===== config.mk =====
export PLATFORM = sky130hd
export DESIGN_NAME = uwire_eeprom_master
export DESIGN_NICKNAME = d
export VERILOG_FILES = /design/src/rtl/uwire_pkg.sv /design/src/rtl/uwire_tick.sv /design/src/rtl/uwire_bit_engine.sv /design/src/rtl/uwire_eeprom_master.sv
export SDC_FILE = /design/constraint.sdc
export NUM_CORES = 1
export LEC_CHECK = 0
export ABC_AREA = 1
export BUFFER_PORTS_ARGS = -buffer_cell sky130_fd_sc_hd__buf_2
export CAP_MARGIN = 20
export CORE_ASPECT_RATIO = 0.75
export CORE_UTILIZATION = 35
export DETAILED_ROUTE_END_ITERATION = 10
export GPL_ROUTABILITY_DRIVEN = 0
export PLACE_DENSITY = 0.59
export SETUP_SLACK_MARGIN = 0.1
export SYNTH_ARGS = -nofsm -noshare
export SYNTH_HDL_FRONTEND = slang
export SYNTH_SLANG_ARGS = --single-unit

===== constraint.sdc =====
create_clock -name clk_i -period 1.7 [get_ports clk_i]
set_input_delay 0.34 -clock clk_i [delete_from_list [all_inputs] [get_ports clk_i]]
set_output_delay 0.34 -clock clk_i [all_outputs]
set_load 0.005 [all_outputs]

===== src/rtl/uwire_pkg.sv =====
package uwire_pkg;
  typedef enum logic [3:0] {
    ST_IDLE, ST_RD_CMD, ST_RD_GAP, ST_WEN_CMD, ST_WEN_GAP, ST_WR_CMD,
    ST_WR_GAP, ST_POLL, ST_POLL_GAP, ST_WDS_CMD, ST_WDS_GAP
  } seq_st_e;

  typedef enum logic [1:0] {PH_IDLE, PH_SET, PH_HIGH, PH_LOW} bit_ph_e;

  localparam logic [1:0] OP_READ  = 2'b10;
  localparam logic [1:0] OP_WRITE = 2'b01;
  localparam logic [1:0] OP_CTRL  = 2'b00;
  // deselect gap in phase ticks; 4 guarantees >= 3 full phases
  localparam int GAP_TICKS = 4;
endpackage


===== src/rtl/uwire_tick.sv =====
module uwire_tick #(
  parameter int CLK_DIV = 4
) (
  input  logic clk_i,
  input  logic rst_ni,
  output logic tick_o
);
  generate
    if (CLK_DIV <= 1) begin : g_nodiv
      assign tick_o = 1'b1;
    end else begin : g_div
      localparam int DIV_W = $clog2(CLK_DIV);
      logic [DIV_W-1:0] cnt_q;
      always_ff @(posedge clk_i or negedge rst_ni) begin
        if (!rst_ni) cnt_q <= '0;
        else if (cnt_q == DIV_W'(CLK_DIV - 1)) cnt_q <= '0;
        else cnt_q <= cnt_q + 1'b1;
      end
      assign tick_o = (cnt_q == DIV_W'(CLK_DIV - 1));
    end
  endgenerate
endmodule


===== src/rtl/uwire_bit_engine.sv =====
module uwire_bit_engine
  import uwire_pkg::*;
#(
  parameter int ADDR_W = 8,
  parameter int DATA_W = 16,
  localparam int FRAME_W = 3 + ADDR_W + DATA_W,
  localparam int CNT_W = $clog2(FRAME_W + 1),
  localparam int IN_W = $clog2(DATA_W + 1)
) (
  input  logic               clk_i,
  input  logic               rst_ni,
  input  logic               tick_i,
  input  logic               start_i,
  input  logic [FRAME_W-1:0] frame_i,
  input  logic [CNT_W-1:0]   nout_i,
  input  logic               rd_i,
  input  logic               di_i,
  output logic               done_o,
  output logic [DATA_W-1:0]  rdata_o,
  output logic               cs_o,
  output logic               sk_o,
  output logic               do_o
);
  bit_ph_e            ph_q;
  logic [FRAME_W-1:0] sh_q;
  logic [CNT_W-1:0]   out_left_q;
  logic [IN_W-1:0]    in_left_q;
  logic [DATA_W-1:0]  rdata_q;
  logic               done_q;
  logic               last_bit;

  assign last_bit = (out_left_q == CNT_W'(1) && in_left_q == '0) ||
                    (out_left_q == '0 && in_left_q == IN_W'(1));

  always_ff @(posedge clk_i or negedge rst_ni) begin
    if (!rst_ni) begin
      ph_q       <= PH_IDLE;
      sh_q       <= '0;
      out_left_q <= '0;
      in_left_q  <= '0;
      rdata_q    <= '0;
      done_q     <= 1'b0;
    end else begin
      done_q <= 1'b0;
      unique case (ph_q)
        PH_IDLE: if (start_i) begin
          ph_q       <= PH_SET;
          sh_q       <= frame_i;
          out_left_q <= nout_i;
          in_left_q  <= rd_i ? IN_W'(DATA_W) : '0;
        end
        PH_SET: if (tick_i) ph_q <= PH_HIGH;
        PH_HIGH: if (tick_i) begin
          ph_q <= PH_LOW;
          if (out_left_q == '0) rdata_q <= {rdata_q[DATA_W-2:0], di_i};
        end
        PH_LOW: if (tick_i) begin
          if (out_left_q != '0) begin
            out_left_q <= out_left_q - 1'b1;
            sh_q       <= sh_q << 1;
          end else begin
            in_left_q <= in_left_q - 1'b1;
          end
          if (last_bit) begin
            ph_q   <= PH_IDLE;
            done_q <= 1'b1;
          end else begin
            ph_q <= PH_SET;
          end
        end
        default: ph_q <= PH_IDLE;
      endcase
    end
  end

  assign cs_o    = (ph_q != PH_IDLE);
  assign sk_o    = (ph_q == PH_HIGH);
  assign do_o    = (ph_q != PH_IDLE) && (out_left_q != '0) && sh_q[FRAME_W-1];
  assign done_o  = done_q;
  assign rdata_o = rdata_q;

  a_r3_clock_needs_select: assert property (@(posedge clk_i) disable iff (!rst_ni)
    sk_o |-> cs_o);
  a_r3_data_stable_high: assert property (@(posedge clk_i) disable iff (!rst_ni)
    sk_o |-> $stable(do_o));
  a_r3_done_deselected: assert property (@(posedge clk_i) disable iff (!rst_ni)
    done_o |-> !cs_o);
endmodule


===== src/rtl/uwire_eeprom_master.sv =====
module uwire_eeprom_master
  import uwire_pkg::*;
#(
  parameter int CLK_DIV = 4,
  parameter int POLL_TO = 4096,
  parameter int ADDR_W  = 8,
  parameter int DATA_W  = 16
) (
  input  logic              clk_i,
  input  logic              rst_ni,
  input  logic              req_valid_i,
  output logic              req_ready_o,
  input  logic              req_write_i,
  input  logic [ADDR_W-1:0] req_addr_i,
  input  logic [DATA_W-1:0] req_wdata_i,
  output logic              done_o,
  output logic [DATA_W-1:0] rdata_o,
  output logic              err_o,
  output logic              cs_o,
  output logic              sk_o,
  output logic              do_o,
  input  logic              di_i
);
  localparam int FRAME_W = 3 + ADDR_W + DATA_W;
  localparam int CNT_W   = $clog2(FRAME_W + 1);
  localparam int PT_W    = $clog2(POLL_TO + 1);
  localparam int GAP_W   = $clog2(GAP_TICKS + 1);

  seq_st_e            st_q;
  logic [ADDR_W-1:0]  addr_q;
  logic [DATA_W-1:0]  wdata_q;
  logic               launched_q;
  logic [GAP_W-1:0]   gap_q;
  logic [PT_W-1:0]    poll_q;
  logic               err_pend_q, err_q, done_q;
  logic [DATA_W-1:0]  rdata_q;

  logic               tick;
  logic               is_cmd, eng_start, eng_done, eng_cs, eng_rd;
  logic [FRAME_W-1:0] eng_frame;
  logic [CNT_W-1:0]   eng_nout;
  logic [DATA_W-1:0]  eng_rdata;
  logic               gap_end;

  uwire_tick #(.CLK_DIV(CLK_DIV)) u_tick (
    .clk_i(clk_i), .rst_ni(rst_ni), .tick_o(tick)
  );

  always_comb begin
    is_cmd    = 1'b1;
    eng_rd    = 1'b0;
    eng_nout  = CNT_W'(3 + ADDR_W);
    eng_frame = '0;
    unique case (st_q)
      ST_RD_CMD: begin
        eng_frame = {1'b1, OP_READ, addr_q, {DATA_W{1'b0}}};
        eng_rd    = 1'b1;
      end
      ST_WEN_CMD: eng_frame = {1'b1, OP_CTRL, {ADDR_W{1'b1}}, {DATA_W{1'b0}}};
      ST_WR_CMD: begin
        eng_frame = {1'b1, OP_WRITE, addr_q, wdata_q};
        eng_nout  = CNT_W'(FRAME_W);
      end
      ST_WDS_CMD: eng_frame = {1'b1, OP_CTRL, {ADDR_W{1'b0}}, {DATA_W{1'b0}}};
      default: is_cmd = 1'b0;
    endcase
  end

  assign eng_start = is_cmd && !launched_q;
  assign gap_end   = tick && (gap_q == GAP_W'(GAP_TICKS - 1));

  uwire_bit_engine #(.ADDR_W(ADDR_W), .DATA_W(DATA_W)) u_engine (
    .clk_i(clk_i), .rst_ni(rst_ni), .tick_i(tick), .start_i(eng_start),
    .frame_i(eng_frame), .nout_i(eng_nout), .rd_i(eng_rd), .di_i(di_i),
    .done_o(eng_done), .rdata_o(eng_rdata), .cs_o(eng_cs), .sk_o(sk_o),
    .do_o(do_o)
  );

  always_ff @(posedge clk_i or negedge rst_ni) begin
    if (!rst_ni) begin
      st_q       <= ST_IDLE;
      addr_q     <= '0;
      wdata_q    <= '0;
      launched_q <= 1'b0;
      gap_q      <= '0;
      poll_q     <= '0;
      err_pend_q <= 1'b0;
      err_q      <= 1'b0;
      done_q     <= 1'b0;
      rdata_q    <= '0;
    end else begin
      done_q <= 1'b0;
      if (eng_start) launched_q <= 1'b1;
      if (tick) gap_q <= gap_q + 1'b1;
      unique case (st_q)
        ST_IDLE: if (req_valid_i) begin
          addr_q     <= req_addr_i;
          wdata_q    <= req_wdata_i;
          err_pend_q <= 1'b0;
          err_q      <= 1'b0;
          st_q       <= req_write_i ? ST_WEN_CMD : ST_RD_CMD;
        end
        ST_RD_CMD, ST_WEN_CMD, ST_WR_CMD, ST_WDS_CMD: if (eng_done) begin
          launched_q <= 1'b0;
          gap_q      <= '0;
          unique case (st_q)
            ST_RD_CMD:  st_q <= ST_RD_GAP;
            ST_WEN_CMD: st_q <= ST_WEN_GAP;
            ST_WR_CMD:  st_q <= ST_WR_GAP;
            default:    st_q <= ST_WDS_GAP;
          endcase
        end
        ST_RD_GAP: if (gap_end) begin
          rdata_q <= eng_rdata;
          done_q  <= 1'b1;
          st_q    <= ST_IDLE;
        end
        ST_WEN_GAP: if (gap_end) st_q <= ST_WR_CMD;
        ST_WR_GAP: if (gap_end) begin
          poll_q <= '0;
          st_q   <= ST_POLL;
        end
        ST_POLL: if (tick) begin
          if (di_i) begin
            gap_q <= '0;
            st_q  <= ST_POLL_GAP;
          end else if (poll_q == PT_W'(POLL_TO - 1)) begin
            err_pend_q <= 1'b1;
            gap_q      <= '0;
            st_q       <= ST_POLL_GAP;
          end else begin
            poll_q <= poll_q + 1'b1;
          end
        end
        ST_POLL_GAP: if (gap_end) st_q <= ST_WDS_CMD;
        ST_WDS_GAP: if (gap_end) begin
          err_q  <= err_pend_q;
          done_q <= 1'b1;
          st_q   <= ST_IDLE;
        end
        default: st_q <= ST_IDLE;
      endcase
    end
  end

  assign req_ready_o = (st_q == ST_IDLE);
  assign cs_o        = eng_cs || (st_q == ST_POLL);
  assign done_o      = done_q;
  assign rdata_o     = rdata_q;
  assign err_o       = err_q;

  a_r9_busy_after_accept: assert property (@(posedge clk_i) disable iff (!rst_ni)
    (req_valid_i && req_ready_o) |=> !req_ready_o);
  a_r9_done_single: assert property (@(posedge clk_i) disable iff (!rst_ni)
    done_o |=> !done_o);
  a_r10_rdata_hold: assert property (@(posedge clk_i) disable iff (!rst_ni)
    !done_o |-> $stable(rdata_o));
  a_r11_err_at_done: assert property (@(posedge clk_i) disable iff (!rst_ni)
    $rose(err_o) |-> done_o);
  a_r6_poll_no_clock: assert property (@(posedge clk_i) disable iff (!rst_ni)
    (st_q == ST_POLL) |-> (cs_o && !sk_o));
  a_r8_done_deselected: assert property (@(posedge clk_i) disable iff (!rst_ni)
    done_o |-> !cs_o);
endmodule


* After elaboration in Yosys (flattened, before gate mapping)
Index checks and enable logic that the tools add are counted.
** Storage, ports and cells
- Flip-flop bits (word level) :: 122
- Bits of input ports :: 29
- Output and inout bits :: 22
** Cells by class
- Add/sub/neg operators :: 5
- Equal/unequal tests :: 36
- Mux-type cells :: 62
- Reductions and logical operators :: 31
** Operators with widths (count)
- 27-bit one-hot mux with 4 select lines :: 1
- 27-bit 2-to-1 mux :: 3
- 27-bit one-hot mux with 2 select lines :: 1
- 13-bit 2-to-1 mux :: 4
- 5-bit 2-to-1 mux :: 8
- 4-bit 2-to-1 mux :: 9
- 4-bit one-hot mux with 7 select lines :: 1
- 2-bit inequality test (second input constant) :: 13
- 13-bit one-hot mux with 2 select lines :: 1
- 5-bit one-hot mux with 2 select lines :: 2
- 4-bit by 3-bit == test with 1-bit output (second input constant) :: 4
- 1-bit 2-to-1 mux :: 16
- 3-bit 2-to-1 mux :: 5
- 13-bit by 1-bit adder with 13-bit output (second input constant) :: 1
- 13-bit by 12-bit == test with 1-bit output (second input constant) :: 1
- 4-bit == test (second input constant) :: 3
- 2-bit 2-to-1 mux :: 6
- 4-bit one-hot mux with 3 select lines :: 1
- 4-bit AND reduction :: 3
- 5-bit by 1-bit == test with 1-bit output (second input constant) :: 2
- 5-bit logical NOT :: 2
- 5-bit AND reduction :: 2
- 2-bit nonzero test :: 5
- 5-bit by 1-bit subtractor with 5-bit output (second input constant) :: 2
- 23 further kinds :: 38

* Logic depth before layout (Yosys ltp)
- Depth after elaboration :: 7
- Depth in mapped cells :: 12

* By module
A second synthesis with hierarchy kept.
** Second synthesis, totals
- Cell total of the unflattened synthesis :: 747
- Area total of the unflattened synthesis :: 6194.7 um2
** Modules (own cells, without submodules)
- uwire_eeprom_master :: times used 1, cells an instance 439, area an instance 3358.2 um2, sequential area each 1601.5 um2
- uwire_bit_engine :: times used 1, cells an instance 304, area an instance 2770.2 um2, sequential area each 1401.3 um2
- uwire_tick :: times used 1, cells an instance 4, area an instance 66.3 um2, sequential area each 50.0 um2

* Worst setup path after synthesis
OpenSTA, ideal clock, no wires.
- Path kind :: register -> register
- Start point :: register u_engine.out_left_q[0]
- End point :: register u_engine.rdata_q[1] (netlist: u_engine.rdata_o[1])
- Library setup time :: 0.132 ns
- Data arrival time :: 1.495 ns
- Required time :: 1.568 ns
- Slack :: 0.073 ns
- Cell stages (with the launch flop) :: 9
- Path buffers :: 1
- Path through :: dfrtp_1 inv_1 ha_1 inv_1 nor4_1 nand3_1 clkbuf_1 nand2_1 o21ai_0
** On the way
- Word-level cells in the longest chain between the ends :: 2
** RTL lines
- start: declaration :: line uwire_bit_engine.sv:26 : logic [CNT_W-1:0] out_left_q;
- start signal: assignment :: line uwire_bit_engine.sv:49 : out_left_q <= nout_i;
- start signal: assignment :: line uwire_bit_engine.sv:59 : out_left_q <= out_left_q - 1'b1;
- 5-bit logical NOT :: line uwire_bit_engine.sv:55 : if (out_left_q == '0) rdata_q <= {rdata_q[DATA_W-2:0], di_i};
- 3-bit AND reduction (no line)
- end signal: assignment :: line uwire_bit_engine.sv:55
- end: declaration :: line uwire_bit_engine.sv:28 : logic [DATA_W-1:0] rdata_q;
No other way between the ends.
A chain may end at the register's enable or synchronous reset.

* Worst setup path in the final report
- Start point :: register u_engine.ph_q[1]
- End point :: output port do_o
** On the way
- Word-level cells in the longest chain between the ends :: 3
** RTL lines
- start: declaration :: line uwire_bit_engine.sv:24 : bit_ph_e ph_q;
- start signal: assignment :: line uwire_bit_engine.sv:37 : ph_q <= PH_IDLE;
- start signal: assignment :: line uwire_bit_engine.sv:47 : ph_q <= PH_SET;
- start signal: assignment :: line uwire_bit_engine.sv:52 : PH_SET: if (tick_i) ph_q <= PH_HIGH;
- 2-bit nonzero test :: line uwire_bit_engine.sv:78 : assign do_o = (ph_q != PH_IDLE) && (out_left_q != '0) && sh_q[FRAME_W-1];
- 1-bit logical AND (2 in a row) :: line uwire_bit_engine.sv:78
- end: declaration :: line uwire_eeprom_master.sv:21 : output logic do_o,
No other way between the ends.

==> report_table.html <==
<table>
<tr><th>Metric</th><th>Value</th></tr>
<tr><th colspan="2">Global routing</th></tr>
<tr><td>GR Util All Layers</td><td>between 15 and 20%</td></tr>
<tr><td>Antenna violations before repair</td><td>0</td></tr>
<tr><td>Remaining global-route overflow</td><td>0</td></tr>
<tr><td>Number of global-route vias before repair</td><td>about 4800</td></tr>
<tr><td>Pin count of the biggest net entering global routing</td><td>35</td></tr>
<tr><td>Global-route wire length before repair</td><td>about 24 mm</td></tr>
<tr><th colspan="2">Logic synthesis</th></tr>
<tr><td>Synth Warn #</td><td>0</td></tr>
<tr><td>Share of synthesized area occupied by flip-flops and latches</td><td>between 50% and 60%</td></tr>
<tr><td>Synthesized instance count</td><td>between 600 and 700</td></tr>
<tr><td>Synth Net Count</td><td>approximately 700</td></tr>
<tr><td>Synth top area share</td><td>between 50% and 60%</td></tr>
<tr><td>Top FF cell, synth</td><td>dfrtp_1</td></tr>
<tr><td>Average cell area after synthesis</td><td>8.89 sq um</td></tr>
<tr><td>Distinct cell type count after synthesis</td><td>34</td></tr>
<tr><td>Post-synth EDFFs</td><td>0</td></tr>
<tr><td>Cell area after synthesis</td><td>roughly 6000 sq um</td></tr>
<tr><td>Cell types with the largest area share after synthesis</td><td>dfrtp_1 51%, nand2_1 14%, mux2_2 4.5%, o21ai_0 3.5%, nand3_1 3.1%</td></tr>
<tr><td>Biggest area consumer among synthesized cells</td><td>dfrtp_1</td></tr>
<tr><td>Fraction of registers with async set or reset after synthesis</td><td>between 90% and 100%</td></tr>
<tr><td>#FFs+latches synth</td><td>about 120</td></tr>
<tr><th colspan="2">Detailed routing</th></tr>
<tr><td>Drt pass-1 iters</td><td>5</td></tr>
<tr><td>Vias per Instance</td><td>4.80</td></tr>
<tr><td>Wire per inst</td><td>roughly 14 um</td></tr>
<tr><td>Via count of the routed design</td><td>approximately 5000</td></tr>
<tr><td>DRC violations left</td><td>0</td></tr>
<tr><td>1st-iter DRT viols</td><td>approximately 280</td></tr>
<tr><td>Antenna viol nets, final</td><td>0</td></tr>
<tr><td>Total detailed-routing wirelength</td><td>about 15 mm</td></tr>
<tr><th colspan="2">STA</th></tr>
<tr><td>Final WS setup</td><td>-0.212 ns</td></tr>
<tr><td>Final number of max-transition violations</td><td>0</td></tr>
<tr><td>Largest clock skew in the final design</td><td>between 0.01 and 0.015 ns</td></tr>
<tr><td>Max transition margin</td><td>between 70% and 80%</td></tr>
<tr><td>Setup-failing EPs final</td><td>15</td></tr>
<tr><td>Minimum period implied by the final worst setup slack</td><td>1.91 ns</td></tr>
<tr><td>Final Hold Slack</td><td>~0.14 ns</td></tr>
<tr><td>Unrepaired setup endpoints after global routing</td><td>yes</td></tr>
<tr><td>Maximum clock frequency</td><td>between 500 and 600 MHz</td></tr>
<tr><td>Worst Tran Pin Value</td><td>around 0.37 ns</td></tr>
<tr><td>Share of the clock period used by the worst path</td><td>112%</td></tr>
<tr><td>Hold violation total from the final report</td><td>0</td></tr>
<tr><th colspan="2">Cells and area</th></tr>
<tr><td>Number of nets in the finished design</td><td>between 800 and 900</td></tr>
<tr><td>Multi-input gate area in the final layout</td><td>~3200 sq um</td></tr>
<tr><td>Highest-count cells in the layout ignoring fill and taps</td><td>157 x nand2_1, 117 x dfrtp_1, 56 x buf_4</td></tr>
<tr><td>Total of fill cells in the finished design</td><td>about 1400</td></tr>
<tr><td>Most common cell after layout, fill and taps aside</td><td>nand2_1</td></tr>
<tr><td>Synth-to-layout area growth</td><td>46.0%</td></tr>
<tr><td>Total area of sequential cells</td><td>slightly above 3000 sq um</td></tr>
<tr><td>Ratio of cells with drive above 1 in the final layout</td><td>between 40% and 50%</td></tr>
<tr><td>Antenna cell count</td><td>0</td></tr>
<tr><th colspan="2">Die</th></tr>
<tr><td>Cell row count</td><td>around 40</td></tr>
<tr><td>Core area</td><td>between 15000 and 20000 sq um</td></tr>
<tr><td>Die extent in y</td><td>approximately 120 um</td></tr>
<tr><td>Ports</td><td>51</td></tr>
<tr><td>Starting density of the core</td><td>35.8%</td></tr>
<tr><td>Die W</td><td>153 um</td></tr>
<tr><td>Die area</td><td>about 18000 sq um</td></tr>
<tr><th colspan="2">Placed design</th></tr>
<tr><td>Detailed placer's ending HPWL</td><td>approximately 8.7 mm</td></tr>
<tr><td>Worst slack at placement</td><td>just over 0.007 ns</td></tr>
<tr><td>Port bufs</td><td>50</td></tr>
<tr><th colspan="2">Clock network</th></tr>
<tr><td>CTS tree</td><td>yes</td></tr>
<tr><td>Cell at the root of the clock tree</td><td>clkbuf_16</td></tr>
<tr><td>Count of H-tree levels built during CTS</td><td>4</td></tr>
<tr><td>Clock sink total</td><td>~120</td></tr>
<tr><td>Buffer levels on the longest clock path</td><td>2</td></tr>
<tr><td>Skew-Pair Late Insertion Delay</td><td>0.43 ns</td></tr>
<tr><td>Clock transition at the register clock pins on the worst setup and hold paths after CTS</td><td>0.06 ns</td></tr>
<tr><td>CTS buffer count</td><td>17</td></tr>
<tr><th colspan="2">Setup path</th></tr>
<tr><td>Kind of critical path</td><td>reg -&gt; out</td></tr>
<tr><td>Nature of the critical path startpoint</td><td>register</td></tr>
<tr><td>Worst setup EP type</td><td>output port</td></tr>
<tr><td>Critical-path cell list</td><td>inv_2, ha_4, inv_1, nand2_1, nor2_2, buf_2</td></tr>
<tr><td>Maximum net fanout on the critical path</td><td>4</td></tr>
<tr><td>Worst Path Arrival</td><td>around 1.6 ns</td></tr>
<tr><td>Crit path required time</td><td>~1.4 ns</td></tr>
<tr><td>Cell with the largest stage delay on the worst path</td><td>dfrtp_1</td></tr>
<tr><td>Largest stage delay on the critical path</td><td>slightly above 0.4 ns</td></tr>
<tr><th colspan="2">Job</th></tr>
<tr><td>MaxCap Viol Count</td><td>0</td></tr>
<tr><th colspan="2">Hold path</th></tr>
<tr><td>Worst hold path class</td><td>in -&gt; reg</td></tr>
<tr><th colspan="2">Power</th></tr>
<tr><td>Total leakage power</td><td>roughly 4.2 nW</td></tr>
<tr><td>Maximum ir drop on the vdd rail</td><td>slightly below 0.001 V</td></tr>
<tr><td>Power density of the placed cells</td><td>roughly 1700 nW/um^2</td></tr>
<tr><th colspan="2">Run status</th></tr>
<tr><td>Status</td><td>complete, but fails checks</td></tr>
<tr><td>Failing checks</td><td>negative setup slack</td></tr>
</table>
==> critical path: cells and delay by family (launching register included) <==
family                   cells  cell delay (ns)
buffers and inverters        3             0.34
AND/OR/NAND/NOR              2             0.20
adder cells (fa/ha/maj)      1             0.19
flip-flops                   1             0.41
==> metrics by stage <==
step	util (%)	std cells	instance area (sq um)	TNS, ns	total power, mW
global route	52.2	1049	8760	-4.43	15.9
finish	52.2	1049	8760	-0.702	15.0
CTS	47.5	1025	7960	-1.71	13.8
floorplan	-	675	6000	0	7.48
detailed placement	40.5	960	6790	0	8.68
global placement	40.5	960	6790	0	8.62
==> final cells by class <==
| cell class | instances | area share (%) |
|---|---|---|
| repair buffers | 153 | 16.7 |
| clock inverters | 11 | 1.27 |
| multi-input cells | 476 | 36.4 |
| flip-flops and latches | 122 | 34.9 |
| clock buffers | 21 | 5.25 |
| inverters | 51 | 2.47 |
| well taps | 215 | 3.07 |
==> cell usage after synthesis (3+ instances only) <==
library cell	n
xnor2_1	4
ha_1	14
inv_2	6
buf_4	3
o21ai_0	42
nor2_2	5
nand4_1	10
a22o_1	15
nand2_2	8
nand3_1	37
mux2_2	24
inv_1	44
xor2_1	4
mux2i_1	10
nand2_1	219
o21ai_2	14
nor3_1	3
buf_2	4
o21bai_1	4
a21oi_1	8
clkbuf_1	7
nor2_1	37
buf_6	9
o21ai_1	10
dfrtp_1	122
==> flip-flops by register name, indices dropped and copies added (netlist names), named ones only <==
register             cells
u_engine.in_left_q       5
u_tick.g_div.cnt_q       2
err_pend_q               1
gap_q                    3
st_q                     4
u_engine.sh_q           27
wdata_q                 16
u_engine.rdata_o        16
u_engine.ph_q            2
done_o                   1
rdata_o                 16
err_o                    1
u_engine.out_left_q      5
u_engine.done_o          1
addr_q                   8
poll_q                  13
==> worst paths after layout <==
path | slack (ns) | cells after the start | start | endpoint
max | -0.21 | 6 | u_engine.ph_q[1] | do_o
min | 0.14 | 2 | req_wdata_i[10] | wdata_q[10]
max reg2reg | -0.07 | 14 | u_engine.out_left_q[1] | u_engine.out_left_q[2]
min reg2reg | 0.48 | 2 | rdata_o[5] | rdata_o[5]
max in group asynchronous | 0.73 | 3 | rst_ni | st_q[2]
min in group asynchronous | 0.38 | 2 | rst_ni | poll_q[6]
==> power by group <==
part,total (mW),internal (mW),switching [mW]
combinational,7.15,3.62,3.54
sequential,4.32,3.70,0.612
clock,3.50,2.10,1.39
==> metal layers <==
metal	wire [um]	up-vias	global-route usage (%)
met2	6760	83	25.5
met3	552	18	4.26
met1	7550	2434	24.0
li1	-	2504	-
met5	0	-	0
met4	174	0	5.99
==> kinds of logic after synthesis <==
group / Yosys count / synth area share [%]
AO/OA/AOI/OAI: 93 / 9.74
flip-flops: 122 / 50.9
multiplexers: 34 / 6.17
XOR/XNOR: 8 / 1.17
adder cells (fa/ha/maj): 14 / 2.92
AND/OR/NAND/NOR: 327 / 22.9
buffers and inverters: 77 / 6.23
==> what timing repair did <==
action / in CTS / in global routing
endpoints found under the setup margin: 73 / 96
gates resized for setup: 85 / 169
cloned: 4 / 7
pin swaps: 15 / 37
setup buffers: 28 / 21
hold endpoints to repair: 18 / 0
hold buffers: 1 / 0
No activity file was read; power rests on OpenSTA's default activity.
